===== src/rtl/serialRxPkg.sv =====
package serialRxPkg;

  typedef enum logic [1:0] {
    ST_IDLE,
    ST_START,
    ST_DATA,
    ST_STOP
  } rxState_t;

  typedef struct packed {
    logic shiftEn;
    logic charDone;
  } rxStrobe_t;

endpackage


===== src/rtl/serialRxCtrl.sv =====
module serialRxCtrl
  import serialRxPkg::*;
#(
  parameter int TICKS  = 16,
  parameter int DATA_W = 8
) (
  input  logic      clk,
  input  logic      rstN,
  input  logic      sampleTick,
  input  logic      lineIn,
  input  logic      rxEnable,
  input  logic      nineBitMode,
  output rxStrobe_t strobe
);

  localparam int CNT_W = $clog2(TICKS);
  localparam int BIT_W = $clog2(DATA_W + 1);
  localparam logic [CNT_W-1:0] MID_CNT  = CNT_W'(TICKS / 2 - 1);
  localparam logic [CNT_W-1:0] LAST_CNT = CNT_W'(TICKS - 1);

  rxState_t         state;
  logic [CNT_W-1:0] tickCnt;
  logic [BIT_W-1:0] bitCnt;
  logic [BIT_W-1:0] lastBitIdx;
  logic             lastLine;
  logic             fallSeen;

  assign lastBitIdx = nineBitMode ? BIT_W'(DATA_W) : BIT_W'(DATA_W - 1);
  assign fallSeen   = lastLine && !lineIn;

  // line value seen at the previous tick, for edge detection
  always_ff @(posedge clk or negedge rstN) begin
    if (!rstN)           lastLine <= 1'b1;
    else if (sampleTick) lastLine <= lineIn;
  end

  always_ff @(posedge clk or negedge rstN) begin
    if (!rstN) begin
      state   <= ST_IDLE;
      tickCnt <= '0;
      bitCnt  <= '0;
    end else if (!rxEnable) begin
      state   <= ST_IDLE;
      tickCnt <= '0;
      bitCnt  <= '0;
    end else if (sampleTick) begin
      unique case (state)
        ST_IDLE: begin
          if (fallSeen) begin
            state   <= ST_START;
            tickCnt <= '0;
          end
        end
        ST_START: begin
          if (tickCnt == MID_CNT) begin
            tickCnt <= '0;
            bitCnt  <= '0;
            state   <= lineIn ? ST_IDLE : ST_DATA;
          end else begin
            tickCnt <= tickCnt + 1'b1;
          end
        end
        ST_DATA: begin
          if (tickCnt == LAST_CNT) begin
            tickCnt <= '0;
            bitCnt  <= bitCnt + 1'b1;
            if (bitCnt == lastBitIdx) state <= ST_STOP;
          end else begin
            tickCnt <= tickCnt + 1'b1;
          end
        end
        ST_STOP: begin
          if (tickCnt == LAST_CNT) begin
            tickCnt <= '0;
            state   <= ST_IDLE;
          end else begin
            tickCnt <= tickCnt + 1'b1;
          end
        end
        default: state <= ST_IDLE;
      endcase
    end
  end

  always_comb begin
    strobe          = '0;
    strobe.shiftEn  = rxEnable && sampleTick && (state == ST_DATA) && (tickCnt == LAST_CNT);
    strobe.charDone = rxEnable && sampleTick && (state == ST_STOP) && (tickCnt == LAST_CNT);
  end

  // data phase is entered only when the mid-start sample read low
  a_r2_start_confirmed: assert property (@(posedge clk) disable iff (!rstN)
    (state == ST_DATA && $past(state) == ST_START) |-> $past(!lineIn));

endmodule


===== src/rtl/serialRxPath.sv =====
module serialRxPath
  import serialRxPkg::*;
#(
  parameter int DATA_W = 8
) (
  input  logic              clk,
  input  logic              rstN,
  input  logic              rxLine,
  input  logic              rxEnable,
  input  logic              nineBitMode,
  input  logic              dataRead,
  input  rxStrobe_t         strobe,
  output logic              lineSync,
  output logic [DATA_W-1:0] dataReg,
  output logic              ninthReg,
  output logic              rxDone,
  output logic              frameErr,
  output logic              overrunFlag
);

  logic [1:0]      syncPipe;
  logic [DATA_W:0] shiftReg;
  logic            ovrPending;
  logic            readHit;
  logic            roomFree;

  assign lineSync = syncPipe[1];
  assign readHit  = dataRead && rxDone;
  assign roomFree = !rxDone || readHit;

  always_ff @(posedge clk or negedge rstN) begin
    if (!rstN) syncPipe <= 2'b11;
    else       syncPipe <= {syncPipe[0], rxLine};
  end

  always_ff @(posedge clk or negedge rstN) begin
    if (!rstN) begin
      shiftReg <= '0;
    end else if (strobe.shiftEn) begin
      if (nineBitMode) shiftReg <= {lineSync, shiftReg[DATA_W:1]};
      else             shiftReg <= {1'b0, lineSync, shiftReg[DATA_W-1:1]};
    end
  end

  always_ff @(posedge clk or negedge rstN) begin
    if (!rstN) begin
      dataReg     <= '0;
      ninthReg    <= 1'b0;
      rxDone      <= 1'b0;
      frameErr    <= 1'b0;
      overrunFlag <= 1'b0;
      ovrPending  <= 1'b0;
    end else if (strobe.charDone && roomFree) begin
      dataReg     <= shiftReg[DATA_W-1:0];
      ninthReg    <= nineBitMode & shiftReg[DATA_W];
      frameErr    <= ~lineSync;
      rxDone      <= 1'b1;
      overrunFlag <= 1'b0;
      ovrPending  <= 1'b0;
    end else begin
      if (readHit) begin
        rxDone      <= 1'b0;
        overrunFlag <= ovrPending;
        ovrPending  <= 1'b0;
      end
      if (strobe.charDone) ovrPending <= 1'b1;
    end
  end

  a_r4_clear_by_read: assert property (@(posedge clk) disable iff (!rstN)
    $fell(rxDone) |-> $past(dataRead));

  a_r6_ovr_after_read: assert property (@(posedge clk) disable iff (!rstN)
    $rose(overrunFlag) |-> $past(dataRead && rxDone));

  a_r6_data_kept: assert property (@(posedge clk) disable iff (!rstN)
    (rxDone && !dataRead) |=> $stable(dataReg));

  a_r7_no_set_off: assert property (@(posedge clk) disable iff (!rstN)
    (!rxEnable && !rxDone) |=> !rxDone);

  a_r7_fe_frozen: assert property (@(posedge clk) disable iff (!rstN)
    !rxEnable |=> $stable(frameErr));

  a_r9_read_first: assert property (@(posedge clk) disable iff (!rstN)
    (strobe.charDone && rxDone && dataRead) |=> (rxDone && !overrunFlag));

endmodule


===== src/rtl/serialRxFlags.sv =====
module serialRxFlags
  import serialRxPkg::*;
#(
  parameter int TICKS  = 16,
  parameter int DATA_W = 8
) (
  input  logic              clk,
  input  logic              rstN,
  input  logic              sampleTick,
  input  logic              rxLine,
  input  logic              rxEnable,
  input  logic              nineBitMode,
  input  logic              rxIntEnable,
  input  logic              dataRead,
  output logic [DATA_W-1:0] rxData,
  output logic              rxNinth,
  output logic              rxDone,
  output logic              frameErr,
  output logic              overrunFlag,
  output logic              rxIrq
);

  rxStrobe_t strobe;
  logic      lineSync;

  serialRxCtrl #(.TICKS(TICKS), .DATA_W(DATA_W)) ctrl (
    .clk         (clk),
    .rstN        (rstN),
    .sampleTick  (sampleTick),
    .lineIn      (lineSync),
    .rxEnable    (rxEnable),
    .nineBitMode (nineBitMode),
    .strobe      (strobe)
  );

  serialRxPath #(.DATA_W(DATA_W)) path (
    .clk         (clk),
    .rstN        (rstN),
    .rxLine      (rxLine),
    .rxEnable    (rxEnable),
    .nineBitMode (nineBitMode),
    .dataRead    (dataRead),
    .strobe      (strobe),
    .lineSync    (lineSync),
    .dataReg     (rxData),
    .ninthReg    (rxNinth),
    .rxDone      (rxDone),
    .frameErr    (frameErr),
    .overrunFlag (overrunFlag)
  );

  assign rxIrq = rxDone & rxIntEnable;

endmodule


===== config.mk =====
export PLATFORM = sky130hd
export DESIGN_NAME = serialRxFlags
export DESIGN_NICKNAME = d
export VERILOG_FILES = /design/src/rtl/serialRxPkg.sv /design/src/rtl/serialRxCtrl.sv /design/src/rtl/serialRxPath.sv /design/src/rtl/serialRxFlags.sv
export SDC_FILE = /design/constraint.sdc
export NUM_CORES = 1
export LEC_CHECK = 0
export BUFFER_PORTS_ARGS = -buffer_cell sky130_fd_sc_hd__buf_2
export CORE_ASPECT_RATIO = 1.4
export CORE_MARGIN = 5
export CORE_UTILIZATION = 45
export DETAILED_ROUTE_END_ITERATION = 12
export HOLD_SLACK_MARGIN = 0.06
export PLACE_DENSITY = 0.74
export SYNTH_ARGS = -nofsm -noshare
export SYNTH_HDL_FRONTEND = slang
export SYNTH_SLANG_ARGS = --single-unit

===== constraint.sdc =====
create_clock -name clk -period 1.7 [get_ports clk]
set_input_delay 0.085 -clock clk [delete_from_list [all_inputs] [get_ports clk]]
set_output_delay 0.085 -clock clk [all_outputs]
set_load 0.05 [all_outputs]

Yosys cells after proc, flatten, opt, wreduce, memory -nomap -nowiden --
Cells that the tools add are included.
Word-level totals: bits in registers 35, input bits 8, output and inout bits 13
Operators by class: add/subtract/negate cells 2, equality and inequality tests 13, multiplexer cells 28, bitwise gates (word level) 3, reductions and logical operators 18
Operators by type and width (number):
- $mux W4 | 10
- $mux W2 | 8
- $ne A3 B2 Y1 const B | 5
- $pmux W4 S3 | 1
- $mux W9 | 1
- $add A4 B1 Y4 const B | 2
- $logic_and A1 B1 Y1 | 8
- $pmux W2 S4 | 1
- $pmux W4 S2 | 1
- $mux W1 | 6
- $reduce_and A6 Y1 | 1
- $eq A2 B2 Y1 const B | 2
- $eq A4 B3 Y1 const B | 1
- $eq A4 B4 Y1 | 1
- $eq A4 B4 Y1 const B | 1
- $reduce_and A4 Y1 | 1
- $ne A3 B1 Y1 const B | 1
- $reduce_bool A3 Y1 | 1
- $and A1 B1 Y1 | 2
- $eq A2 B1 Y1 const B | 1
- $logic_not A1 Y1 | 2
- $logic_not A2 Y1 | 1
- $ne A2 B2 Y1 const B | 1
- $reduce_and A2 Y1 | 1
- other kinds (4) | 4

Longest topological paths before layout --
depth in word-level cells 7, gate-level depth with buffers 7

Hierarchy --
Synthesis repeated with hierarchy kept, for this count alone.
Unflattened totals: cells, all modules 140, area, all modules 1617.8 um2
Modules (own cells, without submodules):
- serialRxPath | instances 1, cells an instance 62, area an instance 900.9 um2
- serialRxCtrl | instances 1, cells an instance 77, area an instance 710.7 um2
- serialRxFlags | instances 1, cells an instance 1, area an instance 6.3 um2

Worst setup path before layout --
No wires, ideal clock.
path type register -> register, from register ctrl.tickCnt[0], to register path.shiftReg[2], setup time 0.125 ns, arrival time 1.509 ns, required time 1.575 ns, setup slack 0.066 ns, stages on the path, launching flop included 7, period minus slack after synthesis 1.634 ns, path through dfrtp_1 -> ha_1 -> and3_4 -> and3_1 -> buf_6 -> buf_8 -> mux2_4
Between the ends: cells in the longest elaborated chain, start to end 2
Ends and longest elaborated chain:
- start, declared | line serialRxCtrl.sv:22 | logic [CNT_W-1:0] tickCnt;
- start signal, assigned | line serialRxCtrl.sv:60 | tickCnt <= tickCnt + 1'b1;
- start signal, assigned | line serialRxCtrl.sv:69 | tickCnt <= tickCnt + 1'b1;
- start signal, assigned | line serialRxCtrl.sv:77 | tickCnt <= tickCnt + 1'b1;
- $eq A4 B4 Y1 | line serialRxCtrl.sv:87 | strobe.shiftEn = rxEnable && sampleTick && (state == ST_DATA) && (tickCnt == LAST_CNT);
- $logic_and A1 B1 Y1 | line serialRxCtrl.sv:87
- end signal, assigned | line serialRxPath.sv:40 | if (nineBitMode) shiftReg <= {lineSync, shiftReg[DATA_W:1]};
- end signal, assigned | line serialRxPath.sv:41 | else shiftReg <= {1'b0, lineSync, shiftReg[DATA_W-1:1]};
- end, declared | line serialRxPath.sv:22 | logic [DATA_W:0] shiftReg;
No other way between the ends. A chain may end at the register's enable or synchronous reset.

Worst setup path in the final report --
from register ctrl.tickCnt[1], to register path.shiftReg[5]
The elaborated chain is that of the path after synthesis.

==> results.py <==
metrics = {
    "outcome": {
        "status": "finished, final reports clean",
    },
    "route": {
        "route.detailed.wl_per_inst_um": 14.7,
        "drcViolationCount": 0,
        "route.vias.total": 1148,
        "firstDrtPassIters": 4,
        "detail_route.vias_per_cell": 5.52,
        "totalWireLength_mm": 3.06,
        "drt-initial-drc-count": 23,
        "ant_nets": 0,
    },
    "critical_path": {
        "timing_worst_setup_path_type": "register to register",
        "ff2ff_path_depth": 4,
        "path_max_fanout": 12,
        "required_ns": 1.87,
        "endpoint_kind": "register",
        "timing.critical_path.arrival_ns": 1.79,
        "regToRegStartpoint": "ctrl.tickCnt[1]",
        "critPathMaxStageDelay_ns": 0.38,
        "critical_path.reg2reg.endpoint": "path.shiftReg[5]",
        "critical_path.slowest_cell": "sky130_fd_sc_hd__dfrtp_1",
        "ordered_list_of_cells_on_the_worst_path": "ha_1 -> and3_4 -> and3_2 -> mux2_2",
        "critPathLaunchType": "register",
        "reg2reg_setup_slack_ns": 0.08,
    },
    "global_routing": {
        "globalRouteTotalUtil": 0.145,
        "grt_max_degree": 36,
        "first_global_vias": 1142,
        "grt_first_pass_wirelength_mm": 5.20,
        "grt_antenna_before_repair": 0,
        "grt-ovfl-total": 0,
    },
    "die": {
        "die_h_um": 80.6,
        "die_x_um": 60.4,
        "floorplan.die_area_um2": 4870,
        "floorplan.initialDensity": 0.470,
        "fp-row-count": 25,
        "pin_count": 21,
        "coreArea_um2": 3410,
    },
    "hold_path": {
        "min_from": "nineBitMode",
        "hold_path_end": "path.shiftReg[8]",
        "hold_class": "input port to register",
        "min_path_cells": 3,
    },
    "logic_synthesis": {
        "synth-async-reset-ratio": 1.00,
        "synth_cell_type_count": 39,
        "synth_enable_flop_cells": 0,
        "synth_warnings": 0,
        "synthesis.instances": 134,
        "syn_area_um2": 1600,
        "flop_and_latch_count_out_of_synthesis": 35,
        "yosysSeqAreaShare": 0.549,
        "yosys_most_used_dff": "sky130_fd_sc_hd__dfrtp_1",
        "synthesis.area_per_instance_um2": 12.0,
        "mappedNetlistNets": 144,
    },
    "place": {
        "gpl.final_weighted_congestion": 0.863,
        "place.detailed.instances": 195,
        "detailed_place_hpwl_mm": 2.16,
        "io_buffers": 20,
    },
    "sta": {
        "final_max_slew_viol_count": 0,
        "timing.final.setup_violations": 0,
        "fin_setup_tns_ns": 0,
        "unrepaired_setup_endpoints_after_global_routing": "no",
        "worst_pin_slew_ns": 0.764,
        "maxClockFrequency_ghz": 0.619,
        "finalCritPeriodShare": 0.950,
        "hold_slack_ns": 0.0916,
        "skew_ns": 0.00750,
        "final_hold_viol_count": 0,
        "relSlewSlack": 0.490,
        "min_period_ns": 1.62,
    },
    "cells_and_area": {
        "total_nets_final": 177,
        "finish.cell_count_without_fillers": 208,
        "n_antenna_cell": 0,
        "area_growth_pct": 18.4,
        "final_layout_size_suffix_gt1_frac": 0.381,
    },
    "clocking": {
        "clock-sinks": 35,
        "cts_buffers": 5,
        "clk_latency_ns": 0.29,
        "clock_tree.buffer_depth": 2,
        "root_buffer": "sky130_fd_sc_hd__clkbuf_8",
        "cts.clk_slew.worst_paths_ns": 0.07,
        "tritoncts": "built",
        "h-tree-depth": 2,
    },
    "power_and_ir_drop": {
        "switching_share": 0.232,
        "clock_power_share": 0.391,
        "pwr-share-comb": 0.044,
        "peak_supply_drop_v": 0.000630,
        "pwr-share-seq": 0.565,
        "netSwitchingPower_mw": 0.349,
        "pwr_density_cell_nw_per_um2": 791,
        "cellInternalPower_mw": 1.15,
        "power_leakage_nw": 0.941,
        "fin_total_pwr_mw": 1.50,
    },
    "job": {
        "max_cap_viol_count": 0,
    },
}
[critical path: cells and delay by family (launching register included)]
family	cells	cell delay, ns
adder cells (fa/ha/maj)	1	0.17
flip-flops	1	0.38
multiplexers	1	0.36
AND/OR/NAND/NOR	2	0.58
[power groups by stage]
stage | sequential [mW] | combinational (mW) | clock (mW)
final | 0.847 | 0.0665 | 0.587
after detailed placement | 0.863 | 0.0608 | 0
after CTS | 0.847 | 0.0664 | 0.614
after global routing | 0.848 | 0.0763 | 0.657
after global placement | 0.862 | 0.0577 | 0
after floorplan | 0.863 | 0.0243 | 0
[stage by stage]
step	util	worst slack (ns)	cell area, µm²
final	0.556	0.0842	1900
after global routing	0.556	0.0149	1900
after CTS	0.548	0.0132	1870
after detailed placement	0.512	-0.0680	1750
after global placement	0.512	0.0106	1750
after floorplan	-	0.0659	1600
[area by class of cell]
type                            count  area [µm²]
Tap cell                           40        50.0
Multi-Input combinational cell     89         673
Sequential cell                    35         880
Timing Repair Buffer               30         183
Inverter                            6        22.5
Clock buffer                        5        68.8
Clock inverter                      3        20.0
Fill cell                         302        1510
[worst max-delay path by stage]
stage,endpoint,slack [ns],from
finish,path.shiftReg[5],0.08,ctrl.tickCnt[1]
global route,path.shiftReg[6],0.01,ctrl.tickCnt[1]
CTS,ctrl.tickCnt[2],0.01,ctrl.state[1]
detailed placement,path.shiftReg[6],-0.07,ctrl.tickCnt[1]
global placement,path.shiftReg[6],0.01,ctrl.tickCnt[1]
floorplan,path.shiftReg[2],0.07,ctrl.tickCnt[0]
[synth_stat cells, types with 2 or more instances]
cell type                 instances  area [µm²]
sky130_fd_sc_hd__buf_6            2        22.5
sky130_fd_sc_hd__mux2i_1          3        30.0
sky130_fd_sc_hd__nand3_1         10        50.1
sky130_fd_sc_hd__dfrtp_1         32         801
sky130_fd_sc_hd__mux2_2          15         169
sky130_fd_sc_hd__mux2_4           2        30.0
sky130_fd_sc_hd__ha_1             2        25.0
sky130_fd_sc_hd__a31oi_1          4        25.0
sky130_fd_sc_hd__a32o_1           2        20.0
sky130_fd_sc_hd__inv_1            6        22.5
sky130_fd_sc_hd__dfstp_2          3        78.8
sky130_fd_sc_hd__nor2_1           9        33.8
sky130_fd_sc_hd__nand2_1          7        26.3
sky130_fd_sc_hd__a21oi_1          7        35.0
sky130_fd_sc_hd__o21ai_0          6        30.0
[routing by layer]
| metal | vias up | track usage | part of all wire |
|---|---|---|---|
| met5 | - | 0 | 0 |
| met4 | 0 | 0.0781 | 0.020 |
| met3 | 5 | 0.0338 | 0.034 |
| met2 | 22 | 0.238 | 0.52 |
| met1 | 577 | 0.171 | 0.42 |
| li1 | 544 | - | - |
[flip-flops by register name (all words and copies together), names as in the netlist]
name / count
path.ninthReg: 1
ctrl.tickCnt: 4
path.frameErr: 1
path.ovrPending: 1
ctrl.state: 2
path.shiftReg: 9
ctrl.lastLine: 1
path.dataReg: 8
path.rxDone: 1
path.overrunFlag: 1
path.syncPipe: 2
ctrl.bitCnt: 4
[logic make-up (layout without fill, tap and decap cells)]
logic type      after synthesis  count (layout)  synth area share
buf+inv                      11              44            0.0453
simple gates                 43              44             0.157
flops                        35              35             0.549
compound gates               22              22            0.0844
fa+ha+maj                     2               2            0.0156
mux                          20              20             0.143
xor+xnor                      1               1           0.00547
[timing repair]
action,in CTS,in global routing
resized for setup,1,3
cloned,0,1
endpoints found under the hold margin,35,0
hold buffers,3,0
pin swaps,0,1
setup buffers,0,1
setup endpoints to repair,7,13
[layout by cell type, fill, tap and decap left out, drive strengths merged, types with 2 or more instances in the layout]
cell type and instances:
mux2 17, nor2 11, buf 27, clkinvlp 2
dfstp 3, o21ai 6, dlygate4sd3 3, nand2 7
a31oi 4, clkbuf 5, dfrtp 32, and3b 2
mux2i 3, ha 2, and3 3, a32o 2
nand3 11, inv 6, a21oi 7
(Power assumes the default switching activity.)
